File: src/rtl/tmr_prescale_edge.sv
module tmr_prescale_edge #(
  parameter int PRE_W   = 6,
  parameter int MID_LOG = 2,
  parameter int SMP_LOG = 3
) (
  input  logic       clk,
  input  logic       rst_n,
  input  logic       run,
  input  logic       cfg_we,
  input  logic [7:0] cfg_wdata,
  output logic [7:0] mode_q,
  input  logic       pin0,
  input  logic       pin1,
  output logic       cnt_en,
  output logic       edge0,
  output logic       edge1
);

  logic [PRE_W-1:0] pre;
  logic             tick_mid, tick_slow, tick_smp;

  always_ff @(posedge clk or negedge rst_n)
    if (!rst_n) pre <= '0;
    else        pre <= pre + 1'b1;

  assign tick_mid  = &pre[MID_LOG-1:0];
  assign tick_slow = &pre;
  assign tick_smp  = &pre[SMP_LOG-1:0];

  always_ff @(posedge clk or negedge rst_n)
    if (!rst_n)             mode_q <= 8'h00;
    else if (cfg_we && !run) mode_q <= {cfg_wdata[7:4], 2'b00, cfg_wdata[1:0]};

  logic [1:0] pin_v, s1, s2, smp, lvl, hist, hit;
  logic [1:0] esel [2];

  assign pin_v   = {pin1, pin0};
  assign esel[0] = mode_q[5:4];
  assign esel[1] = mode_q[7:6];

  for (genvar i = 0; i < 2; i++) begin : g_pin
    logic rise, fall;

    always_ff @(posedge clk or negedge rst_n)
      if (!rst_n) begin
        s1[i]   <= 1'b0;
        s2[i]   <= 1'b0;
        smp[i]  <= 1'b0;
        lvl[i]  <= 1'b0;
        hist[i] <= 1'b0;
      end else begin
        s1[i] <= pin_v[i];
        s2[i] <= s1[i];
        if (tick_smp) begin
          smp[i] <= s2[i];
          if (s2[i] == smp[i]) lvl[i] <= s2[i];
        end
        if (run) hist[i] <= lvl[i];
      end

    assign rise   = lvl[i] & ~hist[i];
    assign fall   = ~lvl[i] & hist[i];
    assign hit[i] = run & (((esel[i] == 2'b00) & fall) |
                           ((esel[i] == 2'b01) & rise) |
                           ((esel[i] == 2'b11) & (rise | fall)));
  end

  assign edge0 = hit[0];
  assign edge1 = hit[1];

  always_comb
    case (mode_q[1:0])
      2'b00:   cnt_en = run;
      2'b01:   cnt_en = run & tick_mid;
      2'b10:   cnt_en = run & tick_slow;
      default: cnt_en = hit[0];
    endcase

endmodule

File: config.mk
export PLATFORM = sky130hd
export DESIGN_NAME = tmr_prescale_edge
export DESIGN_NICKNAME = d
export VERILOG_FILES = /design/src/rtl/tmr_prescale_edge.sv
export SDC_FILE = /design/constraint.sdc
export NUM_CORES = 1
export LEC_CHECK = 0
export ABC_AREA = 1
export BUFFER_PORTS_ARGS = -buffer_cell sky130_fd_sc_hd__buf_2
export CAP_MARGIN = 20
export CORE_MARGIN = 10
export CORE_UTILIZATION = 55
export DETAILED_ROUTE_END_ITERATION = 12
export PLACE_DENSITY_LB_ADDON = 0.3
export SLEW_MARGIN = 20
export SYNTH_ARGS = -nofsm -noshare
export SYNTH_HDL_FRONTEND = slang
export SYNTH_SLANG_ARGS = --single-unit
File: constraint.sdc
create_clock -name clk -period 3.06 [get_ports clk]
set_clock_uncertainty 0.15 [all_clocks]
set_input_delay 0.306 -clock clk [delete_from_list [all_inputs] [get_ports clk]]
set_output_delay 0.306 -clock clk [all_outputs]
set_load 0.01 [all_outputs]
# After elaboration in Yosys (flattened, before gate mapping)
# Cells that the tools add are included.
# classes
addsub,1
eq_ne,8
mux,1
bitwise,24
n_reduce_logical,10
# ops
op,count
$and 1x1->1,14
$reduce_and 4->1,2
$add 6x1->6 const B,1
$eq 2x1->1 const B,3
$eq 2x2->1 const B,3
$logic_not 2->1,3
$or 1x1->1,6
$reduce_and 6->1,1
$not 1->1,4
$pmux 1 s3,1
$reduce_and 3->1,1
$eq 1x1->1,2
$reduce_and 2->1,1
$logic_and 1x1->1,1
$logic_not 1->1,1
# totals
register_bits,22
in_bits,14
output_inout_bits,11

# Logic depth before layout (Yosys ltp)
# Gate-level depths: netlist of the first run.
# depth
ltp_word,7
ltp_mapped,8

# Least setup slack after synthesis of the first run
# Ideal clock, no wire load.
# synth_timing
path_type,register to output
startpoint,register lvl[0]
endpoint,output cnt_en
arrival_ps,1151
t_required_ps,2604
setup_slack_ps,1453
stages_incl_launch_ff,7
path_buffers,0
path_cell_list,dfrtp_1 -> inv_1 -> ha_1 -> nand3b_1 -> nand3_1 -> nand2_1 -> nor2_1
# synth_via
elab_chain_len,7
word_cells_on_any_way,11
classes_between,mux: 1; bitwise: 10
# synth_rtl
item,line,rtl
from (decl),34,"logic [1:0] pin_v, s1, s2, smp, lvl, hist, hit;"
"from (signal, indexed assignment)",56,if (s2[i] == smp[i]) lvl[i] <= s2[i];
$not 1->1,62,assign fall = ~lvl[i] & hist[i];
$and 1x1->1,62,
$and 1x1->1 / $or 1x1->1 (equally long branches),"63, 65",
$or 1x1->1 / $and 1x1->1 (equally long branches),"63, 65",
$or 1x1->1 (*),64,((esel[i] == 2'b01) & rise) |
$and 1x1->1 (*),63,assign hit[i] = run & (((esel[i] == 2'b00) & fall) |
$pmux 1 s3 (*),72,case (mode_q[1:0])
to (decl),14,"output logic cnt_en,"
# Every way passes the cells marked *; elsewhere a longest branch is shown, timed or not.

# Final worst setup path of the first run
# Ends and elaborated chain as after synthesis.

==> results of run 1 <==
## cells in the final DEF, fill, tap and decap left out, types with 3 or more instances in the layout
cell / n
nor2_1: 9
dlygate4sd3_1: 3
buf_2: 20
mux2_2: 3
nand2_1: 13
ha_1: 9
a21oi_1: 7
clkbuf_4: 3
xor2_1: 3
o21ai_0: 5
nand3_1: 3
dfrtp_1: 22
inv_1: 16
## through the flow
| step | area (sq um) | utilization | setup slack, ns | total power [mW] | instances |
|---|---|---|---|---|---|
| finish | 1180 | 0.679 | 0.990 | 0.554 | 151 |
| global route | 1180 | 0.679 | 0.823 | 0.590 | 151 |
| CTS | 1180 | 0.679 | 0.960 | 0.563 | 151 |
| detailed placement | 1130 | 0.649 | 1.31 | 0.433 | 145 |
| global placement | 1130 | 0.649 | 1.33 | 0.428 | 145 |
| floorplan | 1030 | - | 1.45 | 0.393 | 103 |
## routing by layer
layer / vias up / track usage
met5: - / 0
met4: 0 / 0.0335
met3: 2 / 0.0318
met2: 20 / 0.168
met1: 320 / 0.0990
li1: 370 / -
## registers in the layout (all words and copies together) (netlist names)
register,flops
mode_q,6
pre,6
hist,2
lvl,2
s1,2
s2,2
smp,2
## worst max path at each step
stage | startpoint | depth (start not counted) | slack (ns) | end
4_1_cts | lvl[0] | 7 | 0.96 | cnt_en
2_1_floorplan | lvl[0] | 6 | 1.45 | cnt_en
6_report | lvl[0] | 7 | 0.99 | cnt_en
5_1_grt | lvl[0] | 7 | 0.82 | cnt_en
3_3_place_gp | lvl[0] | 7 | 1.33 | cnt_en
3_5_place_dp | lvl[0] | 7 | 1.31 | cnt_en
## report_power, final
part | leakage (nW) | switching [mW] | internal [mW]
Clock | 0.0138 | 0.0798 | 0.0459
Combinational | 0.366 | 0.0557 | 0.0449
Sequential | 0.252 | 0.0168 | 0.311
Total | 0.632 | 0.152 | 0.402
## timing repair
action	4_1_cts	5_1_grt
setup endpoints to repair	0	0
hold endpoints to repair	24	0
hold buffers	3	0
## final cells by class
class                      count  area, sq um  share of cell area
timing repair buffer          23          130               0.110
clock buffer                   3         22.5              0.0190
sequential                    22          551               0.465
inverter                      17         63.8              0.0539
multi-input combinational     61          387               0.326
tap                           25         31.3              0.0264
## cells by family after synthesis
group | after synthesis | synth area share
simple gates | 28 | 0.115
flops | 22 | 0.538
buf+inv | 20 | 0.0880
compound gates | 16 | 0.0868
fa+ha+maj | 9 | 0.110
xor+xnor | 3 | 0.0257
mux | 3 | 0.0330
other cells | 1 | 0.00366
==> flow_summary.yaml, run 1 <==
worst_setup_path:
  critPathSlowestCell: "dfrtp_1"
  startpoint_type: "register"
  crit_fanout: 5
  crit_path_end_kind: "primary output"
  critical_path.top_delay_family: "flip-flops"
  reg2reg_from: "pre[0]"
  critPathBufInv: 2
  arrival_ns: 1.61
  cp.required_ns: 2.60
  r2r_end: "smp[1]"
  slowest_delay_ns: 0.43
  path_class: "reg -> out"
  crit_chain: "inv_1 -> ha_1 -> nand3b_1 -> nand3_1 -> nand2_1 -> nor2_1 -> buf_2"
  rrSetupSlack_ns: 1.64
  r2r_cells: 3
die:
  start_util: 0.586
  boundaryPins: 25
  design.die.area_sq_um: 3990
  die_x_microns: 63.1
  std_cell_rows: 15
  core_sq_um: 1750
  die_y_microns: 63.1
global_routing:
  gr-usage-all-layers: 0.0937
  grt_pass1_wl_mm: 3.11
  grt_max_degree: 23
  grt.overflow.total: 0
  grt_pass1_vias: 768
  grt_antenna_before_repair: 0
detailed_routing:
  dr_wl_met3_microns: 127
  drc: 0
  top_layer: "met4"
  wl_met2_microns: 837
  via_per_inst: 4.72
  wl_per_cell_microns: 11.6
  dr_total_vias: 712
  first_pass_iters: 4
  drt_iter0_drc: 31
  ant_nets: 0
  wl_met1_microns: 765
  finalWirelength_mm: 1.75
yosys:
  yosys-top-cells-area: "dfrtp_1 54%, ha_1 11%, inv_1 5.9%, nand2_1 4.8%, a21oi_1 3.4%"
  synth_commonest_cells: "22 x dfrtp_1, 16 x inv_1, 13 x nand2_1, 9 x ha_1, 9 x nor2_1"
  synth_top_area_share: 0.538
  yosysMostFrequentCell: "dfrtp_1"
  seq_area_frac_synth: 0.538
  ys_ff_latch: 22
  syn_area_per_cell_sq_um: 10.0
  syn-cell-area_sq_um: 1020
  async_flop_share: 1.00
  synth_ff_type: "dfrtp_1"
  postSynthCellCount: 102
  ys_warn_count: 0
  synth_top_cell_by_area: "dfrtp_1"
  synth_cell_types: 20
  synth-edff-count: 0
place:
  port_buffers: 20
  place_congestion: 0.771
  dpl.hpwl_mm: 1.40
pwr:
  pwr_density_cell_nw_per_um2: 468
  ir_drop_uv: 400
  power_leakage_nw: 0.632
worst_hold_path:
  min_path_type: "in -> reg"
  min_from: "cfg_wdata[7]"
  hold_path_end: "mode_q[7]"
  holdPathStages: 2
clocking:
  numCtsBuffers: 3
  post_cts_resized: 0
  cts_htree_levels: 1
  clockBufferDepth: 2
  cts_tree: "done"
  postCtsSetupBuffers: 0
  clkTransAtPathRegs_ns: 0.11
  insertion_delay_ns: 0.30
  clock_sinks: 22
  cts-root-buf: "clkbuf_4"
run_status:
  status: "complete, no violations"
sta:
  fin_tns_setup_ns: 0
  min_period_over_period: 0.676
  fin_crit_ns: 2.07
  rsz0062_at_grt: "false"
  holdWs_ns: 0.0789
  clock.fmax_ghz: 0.483
  drv_slew: 0
  finalHoldViolations: 0
  setup_viol: 0
final_layout:
  fill_cells: 147
  fin_nets: 151
  n_antenna_cell: 0
  drive_above_1_share: 0.230
  synthToLayoutAreaGrowth_pct: 15.8
flow_run:
  drv_cap: 0
Power figures use the tool's default switching activity.
==> inputs of run 2 (changes only) <==
--- a/config.mk
+++ b/config.mk
@@ -9,7 +9,7 @@
 export BUFFER_PORTS_ARGS = -buffer_cell sky130_fd_sc_hd__buf_2
 export CAP_MARGIN = 20
 export CORE_MARGIN = 10
-export CORE_UTILIZATION = 55
+export CORE_UTILIZATION = 46
 export DETAILED_ROUTE_END_ITERATION = 12
 export PLACE_DENSITY_LB_ADDON = 0.3
 export SLEW_MARGIN = 20
==> constraint.sdc (replaced) <==
create_clock -name clk -period 1.8 [get_ports clk]
set_clock_uncertainty 0.15 [all_clocks]
set_input_delay 0.18 -clock clk [delete_from_list [all_inputs] [get_ports clk]]
set_output_delay 0.18 -clock clk [all_outputs]
set_load 0.01 [all_outputs]
==> flow_summary.yaml, run 2 (synthesis results as in run 1) <==
run_status:
  status: "finished with violations"
  violations: "negative setup slack"
sta:
  setup_viol: 1
  fin_crit_ns: 1.86
  min_period_over_period: 1.03
  finalHoldViolations: 0
  final.setup.worst_slack_ns: -0.0610
  holdWs_ns: 0.0148
  clock.fmax_ghz: 0.537
  rsz0062_at_grt: "true"
  fin_tns_setup_ns: -0.0610
  drv_slew: 0
final_layout:
  reg_top3: "mode_q x6, pre x6"
  fin_nets: 163
  n_antenna_cell: 0
  mostFrequentLayoutCells: "22 x dfrtp_1, 20 x buf_2, 13 x inv_1, 12 x nand2_1, 10 x dlygate4sd3_1"
  drive_above_1_share: 0.331
  synthToLayoutAreaGrowth_pct: 32.4
  finalInstanceArea_sq_um: 1360
  fin_util: 0.625
  final_common_cell: "dfrtp_1"
clocking:
  insertion_delay_ns: 0.31
  clockBufferDepth: 2
  cts_htree_levels: 1
  clock_sinks: 22
  cts-root-buf: "clkbuf_4"
  cts_tree: "done"
  clkTransAtPathRegs_ns: 0.12
  numCtsBuffers: 3
detailed_routing:
  dr_total_vias: 806
  via_per_inst: 4.83
  first_pass_iters: 4
  finalWirelength_mm: 1.98
  ant_nets: 0
  wl_per_cell_microns: 11.9
  drt_iter0_drc: 40
  drc: 0
worst_setup_path:
  startpoint_type: "register"
  path_class: "reg -> out"
  critical_path.top_delay_family: "simple AND/OR/NAND/NOR gates"
  slowest_delay_ns: 0.38
  critPathSlowestCell: "dfrtp_1"
  crit_chain: "inv_1 -> ha_1 -> nand3b_1 -> nand3_1 -> nand2_1 -> nor2_1 -> buf_2"
  critPathBufInv: 2
  cp.required_ns: 1.47
  crit_fanout: 2
  crit_path_end_kind: "primary output"
  arrival_ns: 1.53
die:
  die_y_microns: 67.2
  design.die.area_sq_um: 4510
  boundaryPins: 25
  die_x_microns: 67.2
  std_cell_rows: 17
  core_sq_um: 2170
  start_util: 0.472
place:
  port_buffers: 20
  place_congestion: 0.823
  dpl.hpwl_mm: 1.41
  placedInstanceArea_sq_um: 1140
pwr:
  pwr_density_cell_nw_per_um2: 788
  power_leakage_nw: 0.694
  p_total_mw: 1.07
  ir_drop_uv: 465
worst_hold_path:
  min_path_type: "in -> reg"
flow_run:
  drv_cap: 0
global_routing:
  grt.overflow.total: 0
  grt_antenna_before_repair: 0
  grt_max_degree: 23
  gr-usage-all-layers: 0.0929
  grt_pass1_vias: 793
  grt_pass1_wl_mm: 3.27
run 2: final timing paths:
path                        endpoint   start  depth (start not counted)  slack [ns]
max in group asynchronous     pre[4]   rst_n                          2        0.98
min in group asynchronous  mode_q[7]   rst_n                          2        0.19
max                           cnt_en  lvl[0]                          7       -0.06
min                          hist[0]     run                          2        0.01
max reg2reg                   smp[0]  pre[0]                          3        0.41
min reg2reg                    s2[1]   s1[1]                          0        0.21
run 2: through the flow:
stage / worst slack, ns / std cells
global route: -0.119 / 167
detailed placement: 0.192 / 148
finish: -0.0610 / 167
floorplan: 0.319 / 103
CTS: -0.0563 / 167
global placement: 0.228 / 148
run 2: repair_timing:
item / in CTS / in global routing
hold buffers: 10 / 0
endpoints found under the hold margin: 31 / 0
gates resized for setup: 7 / 7
buffers inserted: 5 / 0
pin swaps: 4 / 3
cloned: 0 / 0
endpoints found under the setup margin: 3 / 3
run 2: worst register-to-register path: stages (launching register included):
cell	delay (ns)
dfrtp_1	0.41
ha_1	0.24
ha_1	0.22
mux2_2	0.27
run 2: where the power goes:
group	leakage, nW	internal [mW]	total [mW]	switching (mW)
Clock	0.0210	0.124	0.272	0.149
Combinational	0.421	0.120	0.237	0.117
Sequential	0.252	0.528	0.558	0.0297
run 2: final cells by class:
type | count | area, sq um
tap | 28 | 35.0
inverter | 17 | 63.8
fill | 177 | 815
multi-input combinational | 61 | 428
clock buffer | 4 | 36.3
timing repair buffer | 35 | 241
sequential | 22 | 551
run 2: routing by layer:
layer,up-vias,part of all wire,track usage
met5,-,0,0
met4,0,0.012,0.0513
met3,4,0.068,0.0347
met2,21,0.49,0.165
met1,386,0.43,0.0920
li1,395,-,-
==> inputs of run 3 (changes only) <==
--- a/config.mk
+++ b/config.mk
@@ -11,6 +11,7 @@
 export CORE_MARGIN = 10
 export CORE_UTILIZATION = 46
 export DETAILED_ROUTE_END_ITERATION = 12
+export GPL_TIMING_DRIVEN = 0
 export PLACE_DENSITY_LB_ADDON = 0.3
 export SLEW_MARGIN = 20
 export SYNTH_ARGS = -nofsm -noshare
==> flow_summary.yaml, run 3 (synthesis results as in run 1) <==
clocking:
  numCtsBuffers: 3
  clkTransAtPathRegs_ns: 0.12
  cts_tree: "done"
  clock_sinks: 22
  cts_htree_levels: 1
  cts-root-buf: "clkbuf_4"
  insertion_delay_ns: 0.31
  clockBufferDepth: 2
worst_setup_path:
  slowest_delay_ns: 0.40
  reg2reg_from: "pre[0]"
  rrSetupSlack_ns: 0.40
  r2r_cells: 3
  r2r_end: "smp[0]"
  crit_cells: 6
  critical_path.top_delay_family: "flip-flops"
  cp.required_ns: 1.47
  critPathBufInv: 1
  path_class: "reg -> out"
  startpoint_type: "register"
  crit_path_end_kind: "primary output"
  crit_chain: "ha_1 -> nand3b_1 -> nand3_1 -> nand2_1 -> nor2_1 -> buf_2"
  arrival_ns: 1.54
  critPathSlowestCell: "dfrtp_1"
  crit_fanout: 2
detailed_routing:
  drc: 0
  ant_nets: 0
  finalWirelength_mm: 2.06
  wl_per_cell_microns: 12.3
  drt_iter0_drc: 32
  first_pass_iters: 3
  via_per_inst: 4.65
  dr_total_vias: 782
sta:
  finalHoldViolations: 0
  holdWs_ns: 0.00319
  clock.fmax_ghz: 0.536
  setup_viol: 1
  drv_slew: 0
  final.setup.worst_slack_ns: -0.0653
  min_period_over_period: 1.04
  fin_crit_ns: 1.87
  rsz0062_at_grt: "true"
pwr:
  seq_power_share: 0.487
  pwr_density_cell_nw_per_um2: 848
  swShare: 0.249
  power.switching_mw: 0.285
  ir_drop_uv: 548
  power_leakage_nw: 0.706
  clockPowerShare: 0.327
  intPower_mw: 0.858
  p_total_mw: 1.14
  pwr-share-comb: 0.186
global_routing:
  grt_pass1_wl_mm: 3.45
  grt_antenna_before_repair: 0
  grt.overflow.total: 0
  grt_pass1_vias: 788
  grt_max_degree: 23
  gr-usage-all-layers: 0.0989
final_layout:
  reg_top3: "mode_q x6, pre x6"
  drive_above_1_share: 0.293
  final_common_cell: "dfrtp_1"
  mostFrequentLayoutCells: "22 x dfrtp_1, 20 x buf_2, 15 x inv_1, 13 x nand2_1"
  fin_nets: 164
  stdcell_count: 168
  synthToLayoutAreaGrowth_pct: 31.5
  fin_util: 0.621
  n_antenna_cell: 0
flow_run:
  drv_cap: 0
worst_hold_path:
  hold_path_end: "hist[1]"
  min_from: "run"
  holdPathStages: 2
  min_path_type: "in -> reg"
die:
  die_x_microns: 67.2
  core_sq_um: 2170
  std_cell_rows: 17
  boundaryPins: 25
  design.die.area_sq_um: 4510
  start_util: 0.472
  die_y_microns: 67.2
place:
  port_buffers: 20
  dpl.hpwl_mm: 1.49
  place_congestion: 0.845
  placedCellCount: 151
  place_ws_ns: 0.182
run_status:
  status: "finished with violations"
  violations: "negative setup slack"
run 3: stage by stage:
stage | cell area (sq um) | TNS (ns)
after floorplan | 1030 | 0
final | 1350 | -0.0653
after CTS | 1340 | -0.0827
after global placement | 1160 | 0
after global routing | 1350 | -0.394
after detailed placement | 1160 | 0
run 3: worst reg2reg max path, cell delays in order (launching register included):
cell and delay [ns]:
dfrtp_1 0.41, ha_1 0.24, ha_1 0.22, mux2_2 0.28
run 3: worst max-delay path by stage:
stage,from,to,slack (ns)
after floorplan,lvl[0],cnt_en,0.32
after global placement,lvl[0],cnt_en,0.21
after detailed placement,lvl[0],cnt_en,0.18
after CTS,lvl[0],cnt_en,-0.08
after global routing,lvl[0],cnt_en,-0.18
final,hist[0],cnt_en,-0.07
run 3: power by group through the flow:
stage	Sequential [mW]	Clock, mW	Combinational (mW)
floorplan	0.570	0	0.0980
global placement	0.565	0	0.170
detailed placement	0.569	0	0.176
CTS	0.557	0.384	0.212
global route	0.564	0.410	0.243
finish	0.556	0.373	0.213
run 3: metal layers:
layer  part of all wire  up-vias  global-route usage
li1                   -      393                   -
met1               0.38      366               0.106
met2               0.53       21               0.168
met3              0.080        2              0.0430
met4              0.012        0              0.0385
met5                  0        -                   0
run 3: area by class of cell:
class | instances | area (sq um)
plain buffers | 3 | 26.3
multi-input cells | 61 | 398
well taps | 28 | 35.0
clock buffers | 3 | 22.5
flip-flops and latches | 22 | 551
clock inverters | 1 | 30.0
inverters | 17 | 63.8
fillers | 181 | 823
repair buffers | 33 | 220
run 3: repair_timing:
item,4_1_cts,5_1_grt
setup endpoints to repair,3,3
pin swaps,4,3
setup buffers,3,1
endpoints found under the hold margin,30,0
hold buffers,9,0
resized for setup,4,0
